### src/rtl/cmp_pkg.sv
package cmp_pkg;

   typedef enum logic [1:0] {
      ACT_NONE = 2'b00,
      ACT_TOG  = 2'b01,
      ACT_LOW  = 2'b10,
      ACT_HIGH = 2'b11
   } pin_act_e;

   typedef enum logic [1:0] {
      LOAD_NOW = 2'b00,
      LOAD_TOP = 2'b01,
      LOAD_BOT = 2'b10
   } load_pt_e;

   function automatic load_pt_e load_point(input logic [3:0] m);
      load_pt_e r;
      case (m)
         4'd0, 4'd4, 4'd12, 4'd13: r = LOAD_NOW;
         4'd8, 4'd9:               r = LOAD_BOT;
         default:                  r = LOAD_TOP;
      endcase
      return r;
   endfunction

endpackage

### src/rtl/cmp_wr_path.sv
module cmp_wr_path #(
   parameter int BUS_W = 8
) (
   input  logic                 clk,
   input  logic                 rst_n,
   input  logic                 hi_we,
   input  logic                 lo_we,
   input  logic [BUS_W-1:0]     wdata,
   output logic [2*BUS_W-1:0]   stage_q,
   output logic [2*BUS_W-1:0]   stage_d
);
   localparam int VAL_W = 2 * BUS_W;

   logic [BUS_W-1:0] hold_q;

   always_ff @(posedge clk or negedge rst_n) begin
      if (!rst_n) begin
         hold_q <= '0;
      end else if (hi_we) begin
         hold_q <= wdata;
      end
   end

   always_comb begin
      stage_d = stage_q;
      if (lo_we) begin
         stage_d = {hold_q, wdata};
      end
   end

   always_ff @(posedge clk or negedge rst_n) begin
      if (!rst_n) begin
         stage_q <= {VAL_W{1'b0}};
      end else begin
         stage_q <= stage_d;
      end
   end
endmodule

### src/rtl/cmp_live_reg.sv
module cmp_live_reg
   import cmp_pkg::*;
#(
   parameter int VAL_W = 16
) (
   input  logic             clk,
   input  logic             rst_n,
   input  logic             tick,
   input  logic             at_top,
   input  logic             at_bottom,
   input  logic [3:0]       mode,
   input  logic [VAL_W-1:0] stage_q,
   input  logic [VAL_W-1:0] stage_d,
   output logic [VAL_W-1:0] live_q
);
   load_pt_e   pt;
   logic       strobe;

   always_comb begin
      pt = load_point(mode);
      case (pt)
         LOAD_TOP: strobe = tick & at_top;
         LOAD_BOT: strobe = tick & at_bottom;
         default:  strobe = 1'b0;
      endcase
   end

   always_ff @(posedge clk or negedge rst_n) begin
      if (!rst_n) begin
         live_q <= '0;
      end else if (pt == LOAD_NOW) begin
         live_q <= stage_d;
      end else if (strobe) begin
         live_q <= stage_q;
      end
   end
endmodule

### src/rtl/cmp_flag_ctl.sv
module cmp_flag_ctl #(
   parameter int VAL_W = 16
) (
   input  logic             clk,
   input  logic             rst_n,
   input  logic             tick,
   input  logic [VAL_W-1:0] count,
   input  logic [VAL_W-1:0] live,
   input  logic             int_en,
   input  logic             ack,
   input  logic             clr_we,
   input  logic             clr_bit,
   output logic             evt,
   output logic             flag_q,
   output logic             irq
);
   logic equal;
   logic clear;

   always_comb begin
      equal = (count == live);
      evt   = tick & equal;
      clear = ack | (clr_we & clr_bit);
      irq   = flag_q & int_en;
   end

   always_ff @(posedge clk or negedge rst_n) begin
      if (!rst_n) begin
         flag_q <= 1'b0;
      end else if (evt) begin
         flag_q <= 1'b1;
      end else if (clear) begin
         flag_q <= 1'b0;
      end
   end
endmodule

### src/rtl/cmp_pin_drv.sv
module cmp_pin_drv
   import cmp_pkg::*;
(
   input  logic       clk,
   input  logic       rst_n,
   input  logic       evt,
   input  logic [1:0] out_mode,
   output logic       pin_q,
   output logic       pin_en
);
   pin_act_e act;
   logic     pin_d;

   always_comb begin
      act    = pin_act_e'(out_mode);
      pin_en = (act != ACT_NONE);
      pin_d  = pin_q;
      if (evt) begin
         case (act)
            ACT_TOG:  pin_d = ~pin_q;
            ACT_LOW:  pin_d = 1'b0;
            ACT_HIGH: pin_d = 1'b1;
            default:  pin_d = pin_q;
         endcase
      end
   end

   always_ff @(posedge clk or negedge rst_n) begin
      if (!rst_n) begin
         pin_q <= 1'b0;
      end else begin
         pin_q <= pin_d;
      end
   end
endmodule

### src/rtl/cmp_channel.sv
module cmp_channel #(
   parameter int BUS_W      = 8,
   parameter bit PERIOD_SRC = 1'b1
) (
   input  logic                 clk,
   input  logic                 rst_n,
   input  logic                 tick,
   input  logic [2*BUS_W-1:0]   count,
   input  logic                 at_top,
   input  logic                 at_bottom,
   input  logic [3:0]           mode,
   input  logic [1:0]           out_mode,
   input  logic [BUS_W-1:0]     wdata,
   input  logic                 wr_hi,
   input  logic                 wr_lo,
   input  logic                 flag_wr,
   input  logic                 int_en,
   input  logic                 irq_ack,
   output logic                 match,
   output logic                 flag,
   output logic                 irq,
   output logic                 pin,
   output logic                 pin_en,
   output logic [2*BUS_W-1:0]   cmp_value,
   output logic [2*BUS_W-1:0]   period_limit
);
   localparam int VAL_W = 2 * BUS_W;

   if (BUS_W < 2 || BUS_W > 32) begin : g_bad_width
      $error("cmp_channel: BUS_W must lie in 2..32");
   end

   logic [VAL_W-1:0] stage_q;
   logic [VAL_W-1:0] stage_d;

   cmp_wr_path #(.BUS_W(BUS_W)) u_wr (
      .clk     (clk),
      .rst_n   (rst_n),
      .hi_we   (wr_hi),
      .lo_we   (wr_lo),
      .wdata   (wdata),
      .stage_q (stage_q),
      .stage_d (stage_d)
   );

   cmp_live_reg #(.VAL_W(VAL_W)) u_live (
      .clk       (clk),
      .rst_n     (rst_n),
      .tick      (tick),
      .at_top    (at_top),
      .at_bottom (at_bottom),
      .mode      (mode),
      .stage_q   (stage_q),
      .stage_d   (stage_d),
      .live_q    (cmp_value)
   );

   cmp_flag_ctl #(.VAL_W(VAL_W)) u_flag (
      .clk     (clk),
      .rst_n   (rst_n),
      .tick    (tick),
      .count   (count),
      .live    (cmp_value),
      .int_en  (int_en),
      .ack     (irq_ack),
      .clr_we  (flag_wr),
      .clr_bit (wdata[0]),
      .evt     (match),
      .flag_q  (flag),
      .irq     (irq)
   );

   cmp_pin_drv u_pin (
      .clk      (clk),
      .rst_n    (rst_n),
      .evt      (match),
      .out_mode (out_mode),
      .pin_q    (pin),
      .pin_en   (pin_en)
   );

   if (PERIOD_SRC) begin : g_period
      assign period_limit = cmp_value;
   end else begin : g_no_period
      assign period_limit = '0;
   end
endmodule

### config.mk
export PLATFORM = sky130hd
export DESIGN_NAME = cmp_channel
export DESIGN_NICKNAME = d
export VERILOG_FILES = /design/src/rtl/cmp_pkg.sv /design/src/rtl/cmp_wr_path.sv /design/src/rtl/cmp_live_reg.sv /design/src/rtl/cmp_flag_ctl.sv /design/src/rtl/cmp_pin_drv.sv /design/src/rtl/cmp_channel.sv
export SDC_FILE = /design/constraint.sdc
export NUM_CORES = 1
export LEC_CHECK = 0
export ABC_AREA = 0
export CAP_MARGIN = 20
export CORE_UTILIZATION = 40
export CTS_CLUSTER_DIAMETER = 40
export DETAILED_ROUTE_END_ITERATION = 10
export MAX_ROUTING_LAYER = met4
export PLACE_DENSITY = 0.81
export SKIP_CTS_REPAIR_TIMING = 1
export SLEW_MARGIN = 10
export SYNTH_ARGS = -nofsm -noshare
export SYNTH_HDL_FRONTEND = slang
export SYNTH_SLANG_ARGS = --single-unit
### constraint.sdc
create_clock -name clk -period 1.3 [get_ports clk]
set_input_delay 0.325 -clock clk [delete_from_list [all_inputs] [get_ports clk]]
set_output_delay 0.325 -clock clk [all_outputs]
set_load 0.01 [all_outputs]
==> results of run 1 <==
-- worst paths after layout --
check / to / slack, ns / cells past startpoint
setup reg to reg: u_flag.flag_q / -0.31 / 7
hold reg to reg: u_wr.hold_q[5] / 0.51 / 1
setup / recovery: match / -0.80 / 6
min in group asynchronous: u_wr.stage_q[0] / 0.50 / 3
hold / removal: u_pin.pin_q / 0.46 / 4
max in group asynchronous: u_live.live_q[8] / 0.59 / 3
-- worst max-delay path, delay by kind of cell, from the launching register on --
kind / cells / cell delay, ns
XOR/XNOR: 1 / 0.16
buffers and inverters: 2 / 0.26
flip-flops: 1 / 0.43
AND/OR/NAND/NOR: 3 / 0.62
-- cell usage in the layout, fill, tap and decap left out, types with 5 or more instances in the layout --
cell,n
buf_6,47
dfrtp_1,42
a21oi_2,28
mux2_2,24
clkdlybuf4s50_1,24
buf_4,24
nand2_1,18
nor4_2,14
xnor2_1,13
dlymetal6s2s_1,13
clkbuf_2,12
buf_12,6
a21oi_1,5
clkbuf_8,5
-- logic make-up (layout without fill, tap and decap cells) --
family | count (synthesis) | after routing | synth area share (%)
compound gates | 36 | 36 | 11.71
xor+xnor | 16 | 16 | 6.307
buf+inv | 31 | 140 | 9.741
flops | 42 | 42 | 47.30
mux | 25 | 25 | 12.84
simple gates | 49 | 50 | 12.11
-- flip-flops by register name, indices dropped and copies added, names as in the netlist --
name,cells
u_live.live_q,16
u_wr.stage_q,16
u_wr.hold_q,8
u_flag.flag_q,1
u_pin.pin_q,1
-- report_power, final --
part / total (mW) / internal [mW] / switching (mW)
Clock: 1.05 / 0.566 / 0.481
Sequential: 1.65 / 1.49 / 0.162
Combinational: 1.74 / 1.01 / 0.732
Total: 4.44 / 3.06 / 1.37
-- per-layer routing --
metal / up-vias / track usage (%)
li1: 899 / -
met2: 87 / 33.42
met5: - / -
met1: 992 / 25.38
met3: 18 / 3.713
met4: 0 / 10.38
-- metrics by stage --
stage               total power [mW]  instances  area, um^2
floorplan                      2.345        199        2226
global placement               3.028        351        3194
detailed placement             3.075        351        3194
CTS                            4.086        359        3303
global route                   4.615        379        3767
finish                         4.439        379        3767
-- layout make-up --
| type | instances | area share (%) |
|---|---|---|
| clock buffers | 5 | 1.827 |
| clock inverters | 3 | 1.063 |
| inverters | 2 | 0.1993 |
| multi-input cells | 127 | 30.65 |
| flip-flops and latches | 42 | 27.90 |
| well taps | 70 | 2.325 |
| repair buffers | 130 | 36.03 |
==> flow_summary.toml, run 1 <==
[status]
status = "finished with violations"
failed_checks = "setup timing"

[grt]
overflow = 0
grt_pass1_vias = 1894
grt_max_degree = 43
antenna_found_initial = 0
grtUsageTotal_pct = 20.88
grt_pass1_wl_mm = 9.315

[sta]
final.setup.worst_slack_ns = -0.7993
timing.hold.ws_ns = 0.4573
fin_crit_sh_pct = 161.5
skew_ns = 0.005319
setup_viol = 17
slew_headroom_pct = 72.27
period_needed_ns = 2.099
tightest_slew_ns = 0.4150
drv_slew = 0
hold_viol = 0
rsz0062_at_grt = "yes"
max_freq_mhz = 476.3
fin_setup_tns_ns = -2.549

[cts]
numCtsBuffers = 5
clk_path_buf_depth = 2
clock_insertion_delay_worst_skew_ns = 0.31
clkTransAtPathRegs_ns = 0.08
cts_sinks = 42
cts-htree-levels = 2
cts_tree = "built"
root_buffer = "clkbuf_8"

[routing]
highest-signal-layer = "met4"
vias = 1996
post_drt_wl_per_cell_um = 18.96
wl_met1_mm = 2.855
first_pass_iters = 4
drt_wl_total_mm = 7.184
vias_per_cell = 5.266
drc_errors = 0
wl_met3_um = 313
first_iter_violations = 115
antenna_left = 0
wl_met2_mm = 3.792

[synthesis]
synth_area_um2 = 2222
synth_top_cell_by_area = "dfrtp_1"
synth-edff-count = 0
netlist_top_cells_count = "dfrtp_1 (42), mux2_2 (24), a21oi_2 (20)"
seq_area_frac_synth_pct = 47.30
synth_top_area_share_pct = 47.30
async_reset_ff_share_pct = 100.0
mappedNetlistNets = 239
synth-seq-cells = 42
yosysMostFrequentCell = "dfrtp_1"
synth_warnings = 0
synthCells = 199
post_synth_num_cell_types = 27
synthTopCellsByArea = "dfrtp_1 (47%), mux2_2 (12%), a21oi_2 (7.9%)"
ys.flop_type = "dfrtp_1"
postSynthAreaPerCell_um2 = 11.17

[power_and_ir_drop]
power.static_leakage_nw = 1.725
power_density_nw_per_um2 = 1178
vdd_drop_max_v = 0.0005009

[place]
place_congestion = 0.7673
dp_hpwl_mm = 4.094
post-place-ws_ns = -1.248
port_buffers = 76

[layout]
fin_nets = 348
fill_cells = 313
antennaDiodeCount = 0
multi_input_area_um2 = 1155
drive_above_1_share_pct = 57.93
area_delta_synth_final_pct = 69.54
postLayoutCoreUtil_pct = 71.93
seq_area_um2 = 1051

[floorplanning]
fp.dieW_um = 76.54
io_pins = 77
initial_core_util_pct = 42.43
die_y_um = 76.54
design.core.area_um2 = 5238
num_rows = 26
die-area_um2 = 5858

[critical_path]
critPathKind = "register to output pin"
r2r-start = "u_live.live_q[13]"
start_kind = "register"
path_cells = "xnor2_1 > nand4_1 > nor4_2 > buf_4 > and2_4 > buf_6"
required_ns = 0.98
crit_path_start = "u_live.live_q[13]"
cp_max_fo = 3
arrival_ns = 1.77
slowest_delay_ns = 0.43
critPathCaptureType = "output pin"
cp_slowest_cell = "dfrtp_1"

[flow_run]
drv_cap = 0

[min_path]
hold_class = "primary input to register"
min_from = "out_mode[1]"
Note: power is estimated with default switching activity, not from simulation.
==> run 2: changes to the inputs <==
- ABC_CLOCK_PERIOD_IN_PS: unset -> 1300
==> results of run 2 <==
Same layout as run 1: the final DEF is identical, and so are final timing and power.
